[src/rtl/swm_pkg.sv]
package swm_pkg;
  localparam int unsigned WORD_MAX = 32;
  localparam int unsigned BITCNT_W = $clog2(WORD_MAX) + 1;

  typedef enum logic [1:0] {
    WL_8   = 2'd0,
    WL_16  = 2'd1,
    WL_32  = 2'd2,
    WL_RSV = 2'd3
  } wlen_e;

  // word length in bits for a length code; the reserved code maps to 8
  function automatic logic [BITCNT_W-1:0] word_bits(input logic [1:0] code);
    logic [BITCNT_W-1:0] nb;
    case (wlen_e'(code))
      WL_16:   nb = BITCNT_W'(16);
      WL_32:   nb = BITCNT_W'(32);
      default: nb = BITCNT_W'(8);
    endcase
    return nb;
  endfunction
endpackage

[src/rtl/swm_fifo.sv]
module swm_fifo #(
  parameter int unsigned WIDTH = 32,
  parameter int unsigned DEPTH = 4
) (
  input  logic             clk,
  input  logic             rst_n,
  input  logic             push,
  input  logic [WIDTH-1:0] wdata,
  input  logic             pop,
  output logic [WIDTH-1:0] rdata,
  output logic             empty,
  output logic             full
);
  localparam int unsigned AW = (DEPTH > 1) ? $clog2(DEPTH) : 1;
  localparam int unsigned CW = $clog2(DEPTH + 1);

  logic [WIDTH-1:0] mem [DEPTH];
  logic [AW-1:0]    wptr_q, wptr_n, rptr_q, rptr_n;
  logic [CW-1:0]    cnt_q, cnt_n;
  logic             push_ok, pop_ok;

  assign empty   = (cnt_q == '0);
  assign full    = (cnt_q == CW'(DEPTH));
  assign push_ok = push && !full;
  assign pop_ok  = pop && !empty;
  assign rdata   = mem[rptr_q];

  always_comb begin
    wptr_n = wptr_q;
    rptr_n = rptr_q;
    cnt_n  = cnt_q;
    if (push_ok) wptr_n = (wptr_q == AW'(DEPTH - 1)) ? '0 : wptr_q + 1'b1;
    if (pop_ok)  rptr_n = (rptr_q == AW'(DEPTH - 1)) ? '0 : rptr_q + 1'b1;
    if (push_ok && !pop_ok)      cnt_n = cnt_q + 1'b1;
    else if (pop_ok && !push_ok) cnt_n = cnt_q - 1'b1;
  end

  always_ff @(posedge clk or negedge rst_n) begin
    if (!rst_n) begin
      wptr_q <= '0;
      rptr_q <= '0;
      cnt_q  <= '0;
    end else begin
      wptr_q <= wptr_n;
      rptr_q <= rptr_n;
      cnt_q  <= cnt_n;
    end
  end

  always_ff @(posedge clk) begin
    if (push_ok) mem[wptr_q] <= wdata;
  end

  assert_count_bound_R10: assert property (@(posedge clk) disable iff (!rst_n)
    cnt_q <= CW'(DEPTH));

  assert_pop_empty_R10: assert property (@(posedge clk) disable iff (!rst_n)
    (empty && pop && !push) |=> (empty && $stable(rptr_q)));
endmodule

[src/rtl/swm_baud.sv]
module swm_baud #(
  parameter int unsigned DIV_W = 9
) (
  input  logic             clk,
  input  logic             rst_n,
  input  logic             load,
  input  logic             active,
  input  logic [DIV_W-1:0] div_in,
  output logic             tick
);
  logic [DIV_W-1:0] cnt_q, cnt_n, div_q, div_n;

  assign tick = active && (cnt_q == div_q);

  always_comb begin
    cnt_n = cnt_q;
    div_n = div_q;
    if (load) begin
      cnt_n = '0;
      div_n = div_in;
    end else if (!active || tick) begin
      cnt_n = '0;
    end else begin
      cnt_n = cnt_q + 1'b1;
    end
  end

  always_ff @(posedge clk or negedge rst_n) begin
    if (!rst_n) begin
      cnt_q <= '0;
      div_q <= '0;
    end else begin
      cnt_q <= cnt_n;
      div_q <= div_n;
    end
  end

  assert_tick_gap_R2: assert property (@(posedge clk) disable iff (!rst_n)
    (tick && !load && div_q != '0) |=> !tick);

  assert_div_hold_R9: assert property (@(posedge clk) disable iff (!rst_n)
    (active && !load) |=> $stable(div_q));
endmodule

[src/rtl/swm_shifter.sv]
module swm_shifter
  import swm_pkg::*;
(
  input  logic                clk,
  input  logic                rst_n,
  input  logic                run,
  input  logic                tick,
  input  logic                tx_empty,
  input  logic [WORD_MAX-1:0] tx_data,
  input  logic [1:0]          cfg_wlen,
  input  logic                cfg_cpol,
  input  logic                cfg_cpha,
  input  logic                cfg_smp_end,
  input  logic                miso,
  output logic                tx_pop,
  output logic                load,
  output logic                busy,
  output logic                rx_push,
  output logic [WORD_MAX-1:0] rx_data,
  output logic                sck,
  output logic                mosi
);
  logic                busy_q, busy_n, phase_q, phase_n;
  logic                lead_q, lead_n, smp_q, smp_n, start;
  logic [BITCNT_W-1:0] bitcnt_q, bitcnt_n, nbits_q, nbits_n, nb_new;
  logic [WORD_MAX-1:0] txsh_q, txsh_n, rxsh_q, rxsh_n, rx_in, rx_word, mask;

  assign nb_new = word_bits(cfg_wlen);
  assign rx_in  = {rxsh_q[WORD_MAX-2:0], miso};
  assign mask   = {WORD_MAX{1'b1}} >> (WORD_MAX - int'(nbits_q));
  assign busy   = busy_q;
  assign sck    = (busy_q && run) ? (phase_q ? ~lead_q : lead_q) : cfg_cpol;
  assign mosi   = busy_q && run && txsh_q[WORD_MAX-1];

  always_comb begin
    busy_n   = busy_q;
    phase_n  = phase_q;
    bitcnt_n = bitcnt_q;
    nbits_n  = nbits_q;
    txsh_n   = txsh_q;
    rxsh_n   = rxsh_q;
    lead_n   = lead_q;
    smp_n    = smp_q;
    start    = 1'b0;
    rx_push  = 1'b0;
    rx_word  = smp_q ? rx_in : rxsh_q;
    rx_data  = '0;
    if (!run) begin
      busy_n = 1'b0;
    end else if (!busy_q) begin
      start = !tx_empty;
    end else if (tick) begin
      if (!phase_q) begin
        phase_n = 1'b1;
        if (!smp_q) rxsh_n = rx_in;
      end else begin
        rxsh_n = rx_word;
        if (bitcnt_q == '0) begin
          rx_push = 1'b1;
          rx_data = rx_word & mask;
          if (!tx_empty) start = 1'b1;
          else busy_n = 1'b0;
        end else begin
          bitcnt_n = bitcnt_q - 1'b1;
          phase_n  = 1'b0;
          txsh_n   = txsh_q << 1;
        end
      end
    end
    if (start) begin
      busy_n   = 1'b1;
      phase_n  = 1'b0;
      nbits_n  = nb_new;
      bitcnt_n = nb_new - 1'b1;
      txsh_n   = tx_data << (WORD_MAX - int'(nb_new));
      lead_n   = cfg_cpol ^ cfg_cpha;
      smp_n    = cfg_smp_end;
    end
  end

  assign load   = start;
  assign tx_pop = start;

  always_ff @(posedge clk or negedge rst_n) begin
    if (!rst_n) begin
      busy_q   <= 1'b0;
      phase_q  <= 1'b0;
      bitcnt_q <= '0;
      nbits_q  <= BITCNT_W'(8);
      txsh_q   <= '0;
      rxsh_q   <= '0;
      lead_q   <= 1'b0;
      smp_q    <= 1'b0;
    end else begin
      busy_q   <= busy_n;
      phase_q  <= phase_n;
      bitcnt_q <= bitcnt_n;
      nbits_q  <= nbits_n;
      txsh_q   <= txsh_n;
      rxsh_q   <= rxsh_n;
      lead_q   <= lead_n;
      smp_q    <= smp_n;
    end
  end

  assert_cfg_hold_R9: assert property (@(posedge clk) disable iff (!rst_n)
    (busy_q && !start) |=> ($stable(nbits_q) && $stable(lead_q) && $stable(smp_q)));

  assert_mosi_hold_R3: assert property (@(posedge clk) disable iff (!rst_n)
    (busy_q && run && !tick) |=> $stable(txsh_q[WORD_MAX-1]));

  assert_word_len_R3: assert property (@(posedge clk) disable iff (!rst_n)
    busy_q |-> (bitcnt_q < nbits_q));
endmodule

[src/rtl/spi_word_master.sv]
module spi_word_master
  import swm_pkg::*;
#(
  parameter int unsigned DIV_W      = 9,
  parameter int unsigned FIFO_DEPTH = 4,
  parameter int unsigned RST_STAGES = 2
) (
  input  logic                clk,
  input  logic                rst_n,
  input  logic                cfg_enable,
  input  logic                cfg_master,
  input  logic                cfg_hw_cs,
  input  logic                cfg_cpol,
  input  logic                cfg_cpha,
  input  logic                cfg_smp_end,
  input  logic [1:0]          cfg_wlen,
  input  logic [DIV_W-1:0]    cfg_div,
  input  logic                tx_push,
  input  logic [WORD_MAX-1:0] tx_wdata,
  output logic                tx_full,
  input  logic                rx_pop,
  output logic [WORD_MAX-1:0] rx_rdata,
  output logic                rx_empty,
  output logic                sck,
  output logic                mosi,
  input  logic                miso,
  output logic                cs_n
);
  logic [RST_STAGES-1:0] rst_sync_q;
  logic                  rst_int_n, run, tick, load, busy;
  logic                  tx_pop, tx_empty, rx_push;
  logic [WORD_MAX-1:0]   tx_head, rx_word;

  // asynchronous assertion, synchronous release
  generate
    for (genvar s = 0; s < RST_STAGES; s++) begin : g_rst
      always_ff @(posedge clk or negedge rst_n) begin
        if (!rst_n) rst_sync_q[s] <= 1'b0;
        else        rst_sync_q[s] <= (s == 0) ? 1'b1 : rst_sync_q[(s == 0) ? 0 : s - 1];
      end
    end
  endgenerate
  assign rst_int_n = rst_sync_q[RST_STAGES-1];

  assign run  = cfg_enable && cfg_master;
  assign cs_n = !(run && cfg_hw_cs && (busy || !tx_empty));

  swm_fifo #(.WIDTH(WORD_MAX), .DEPTH(FIFO_DEPTH)) tx_fifo_i (
    .clk(clk), .rst_n(rst_int_n), .push(tx_push), .wdata(tx_wdata),
    .pop(tx_pop), .rdata(tx_head), .empty(tx_empty), .full(tx_full));

  swm_fifo #(.WIDTH(WORD_MAX), .DEPTH(FIFO_DEPTH)) rx_fifo_i (
    .clk(clk), .rst_n(rst_int_n), .push(rx_push), .wdata(rx_word),
    .pop(rx_pop), .rdata(rx_rdata), .empty(rx_empty), .full());

  swm_baud #(.DIV_W(DIV_W)) baud_i (
    .clk(clk), .rst_n(rst_int_n), .load(load), .active(busy),
    .div_in(cfg_div), .tick(tick));

  swm_shifter shifter_i (
    .clk(clk), .rst_n(rst_int_n), .run(run), .tick(tick),
    .tx_empty(tx_empty), .tx_data(tx_head), .cfg_wlen(cfg_wlen),
    .cfg_cpol(cfg_cpol), .cfg_cpha(cfg_cpha), .cfg_smp_end(cfg_smp_end),
    .miso(miso), .tx_pop(tx_pop), .load(load), .busy(busy),
    .rx_push(rx_push), .rx_data(rx_word), .sck(sck), .mosi(mosi));

  assert_idle_when_off_R8: assert property (@(posedge clk) disable iff (!rst_int_n)
    !run |-> (cs_n && !mosi && (sck == cfg_cpol)));

  assert_cs_burst_R7: assert property (@(posedge clk) disable iff (!rst_int_n)
    (run && cfg_hw_cs && busy) |-> !cs_n);
endmodule

[config.mk]
export PLATFORM = sky130hd
export DESIGN_NAME = spi_word_master
export DESIGN_NICKNAME = d
export VERILOG_FILES = /design/src/rtl/swm_pkg.sv /design/src/rtl/swm_fifo.sv /design/src/rtl/swm_baud.sv /design/src/rtl/swm_shifter.sv /design/src/rtl/spi_word_master.sv
export SDC_FILE = /design/constraint.sdc
export NUM_CORES = 1
export LEC_CHECK = 0
export BUFFER_PORTS_ARGS = -buffer_cell sky130_fd_sc_hd__buf_2
export CORE_AREA = 2 2 178 180
export DETAILED_ROUTE_END_ITERATION = 10
export DIE_AREA = 0 0 180 182
export PLACE_DENSITY_LB_ADDON = 0.2
export SLEW_MARGIN = 10
export SYNTH_ARGS = -nofsm -noshare
export SYNTH_HDL_FRONTEND = slang
export SYNTH_SLANG_ARGS = --single-unit
[constraint.sdc]
create_clock -name clk -period 9.4 [get_ports clk]
set_input_delay 1.88 -clock clk [delete_from_list [all_inputs] [get_ports clk]]
set_output_delay 1.88 -clock clk [all_outputs]
set_load 0.005 [all_outputs]
==> impl_metrics.toml <==
[status]
status = "finished, final reports clean"

[clocking]
cts_buffer_depth = 3
htree_levels = 2
cts_tree = "built"
cts_resized = 0
post_cts_buffers = 0
cts-buffers-inserted = 39
clk_latency_ns = 0.51
hold_buffers = 0
clkSinkCount = 367
cts_root_buffer = "clkbuf_16"
path_clk_slew_ns = 0.06

[timing]
finalSetupViolCount = 0
hold_violations = 0
report.final.slew_viol_count = 0
skew_ns = 0.0114
fin_crit_ns = 4.44
rsz0062_at_grt = "no"
period_share_pct = 47.2
relSlewSlack_pct = 30.3
holdWs_ns = 0.332
fin_setup_tns_ns = 0
tightestPinTransition_ns = 1.05
fmax_ghz = 0.225

[finish]
syn_to_final_growth_pct = 14.1
fillCellCount = 2438
final_nets = 1129
layout-drive-gt1-share_pct = 25.5
antenna_cells = 0
final_area_mm2 = 0.0175
fin_util_pct = 56.3

[yosys]
yosysTopAreaCell = "edfxtp_1"
syn_avg_cell_area_um2 = 15.9
yosys_warnings = 0
synth_edf_count = 256
netlist_area_mm2 = 0.0153
yosys-top-cells-area = "edfxtp_1, dfrtp_1, mux4_2"
yosysSeqAreaShare_pct = 68.4
synthFlopType = "edfxtp_1"
synth_nets = 1038
synth_top_area_share_pct = 50.2
ys_ff_latch = 367
synthArstFlopShare_pct = 30.2
ys_types = 51
synthCells = 964

[grt]
antenna_found_initial = 3
grt_start_max_net_pins = 66
grt_pass1_vias = 8376
grt_usage_pct = 17.6
grt_pass1_wl_um = 45900
overflow = 0

[placed_design]
dpl_cell_area_mm2 = 0.0162
port_buffers = 90
post-dp-hpwl_um = 17600
place.gp.congestion = 0.779

[route]
dr.pass1.iters = 5
ant_nets = 0
totalWireLength_um = 28100
drc = 0
vias = 8140
wl_per_cell_um = 18.9
route.detailed.vias_per_inst = 5.47
drt_iter0_drc = 604

[floorplan]
die_area_mm2 = 0.0328
die_y_um = 182
row_count = 65
core_area_mm2 = 0.0310
start_util_pct = 49.4
die_x_um = 180
io_pins = 91

[critical_path]
critPathLaunch = "cfg_enable"
r2r_start = "shifter_i.bitcnt_q[1]$_DFFE_PN0P_"
crit_type = "input port to output pin"
cp_slowest_cell = "and3_1"
reg2reg_to = "shifter_i.bitcnt_q[4]$_DFFE_PN0P_"
slowest_delay_ns = 0.24
cp-end-kind = "output pin"
cp.buffers_inverters = 2
cp-start-kind = "input port"
crit_path_frequent_cell = "buf_2"
cpLargestDelayFamily = "simple AND/OR/NAND/NOR gates"
crit_path_max_fanout = 4
cp_cell_sequence = "buf_2 > and3_1 > and2_1 > buf_2"
worstPathArrival_ns = 2.56
r2r_cells = 12
regToRegSetupSlack_ns = 6.09
crit_required_ns = 7.52

[power]
ir_drop_uv = 164
power.leakage_nw = 6.67
p_per_area_mw_per_mm2 = 270

[run]
cap_violations = 0

[min_path]
hold_path.class = "flop to async pin"
cell type report:
type	count	area (um2)	share of cell area, %
Tap cell	402	503	2.88
Timing Repair Buffer	106	571	3.27
Multi-Input combinational cell	529	4570	26.2
Sequential cell	367	10500	60.0
Clock buffer	51	1080	6.21
Clock inverter	20	201	1.15
Inverter	12	45.0	0.258
layer usage:
layer	routed length, um	vias to the layer above	GRT usage, %
met5	35	-	0
met4	448	6	4.52
met3	1190	42	3.09
met2	14100	176	29.9
met1	12400	4080	23.8
li1	-	3836	-
cell usage in the layout, fill, tap and decap left out, drive strengths merged, types with 19 or more instances in the layout:
cell type	netlist	layout
edfxtp	256	256
dfrtp	110	110
buf	15	106
nor2	74	74
mux4	64	64
nand2	63	63
clkbuf	41	51
a21oi	47	47
mux2i	45	45
mux2	37	37
o21ai	29	29
xnor2	19	19
cells by family after synthesis:
group / share of synthesized area, %
compound gates: 4.47
mux: 15.1
xor+xnor: 1.66
flops: 68.4
buf+inv: 1.75
simple gates: 6.88
other cells: 0.0245
fa+ha+maj: 1.73
stage by stage:
stage | power (mW) | setup slack, ns | std cells
2_1_floorplan | 2.92 | 5.23 | 964
3_3_place_gp | 3.24 | 4.82 | 1416
3_5_place_dp | 3.26 | 4.80 | 1416
5_1_grt | 4.96 | 4.89 | 1487
6_report | 4.71 | 4.96 | 1487
4_1_cts | 4.78 | 4.95 | 1487
worst max path at each step:
stage / to / cells after the start
2_1_floorplan: rx_fifo_i.mem[3][0]$_DFFE_PP_ / 5
3_3_place_gp: rx_fifo_i.cnt_q[2]$_DFFE_PN0P_ / 11
3_5_place_dp: rx_fifo_i.cnt_q[2]$_DFFE_PN0P_ / 11
4_1_cts: mosi / 4
5_1_grt: sck / 5
6_report: mosi / 4
power breakdown:
part / internal, mW / total, mW / switching [mW]
sequential: 1.98 / 2.13 / 0.149
combinational: 0.507 / 1.07 / 0.566
clock: 0.922 / 1.51 / 0.591
total: 3.41 / 4.71 / 1.31
state kept, by name, indices dropped and copies added, names as in the netlist, 2 cells and up:
name	count
baud_i.cnt_q	9
baud_i.div_q	9
rx_fifo_i.cnt_q	3
rx_fifo_i.mem	128
rx_fifo_i.rptr_q	2
rx_fifo_i.wptr_q	2
shifter_i.bitcnt_q	6
shifter_i.nbits_q	3
shifter_i.rxsh_q	32
shifter_i.txsh_q	32
tx_fifo_i.cnt_q	3
tx_fifo_i.mem	128
tx_fifo_i.rptr_q	2
tx_fifo_i.wptr_q	2
Yosys cell counts (2+ instances only):
| master | instances |
|---|---|
| edfxtp_1 | 256 |
| dfrtp_1 | 110 |
| nor2_1 | 74 |
| mux4_2 | 64 |
| nand2_1 | 63 |
| a21oi_1 | 47 |
| mux2i_1 | 45 |
| clkbuf_1 | 41 |
| mux2_2 | 37 |
| o21ai_0 | 29 |
| xnor2_1 | 19 |
| ha_1 | 18 |
| nand3_1 | 17 |
| nor3_1 | 14 |
| and2_1 | 11 |
| inv_1 | 11 |
| buf_1 | 10 |
| xor2_1 | 10 |
| and3_1 | 9 |
| a22oi_1 | 8 |
| o22ai_1 | 8 |
| or3b_1 | 8 |
| a221o_1 | 7 |
| nand4_1 | 7 |
| buf_2 | 4 |
| a21o_1 | 3 |
| a22o_1 | 3 |
| nand2b_1 | 3 |
| nor2b_1 | 3 |
| or4b_1 | 3 |
| fa_1 | 2 |
worst register-to-register path: stages (launching register included):
cell       delay, ns
dfrtp_1         0.41
or4_4           0.58
nor3_4          0.21
and2_2          0.24
a31o_4          0.48
inv_2           0.07
buf_4           0.32
nand2_1         0.19
ha_1            0.22
nand2b_1        0.08
xnor2_1         0.13
mux2i_1         0.14
a2bb2oi_1       0.08
Note: power is estimated with default switching activity, not from simulation.
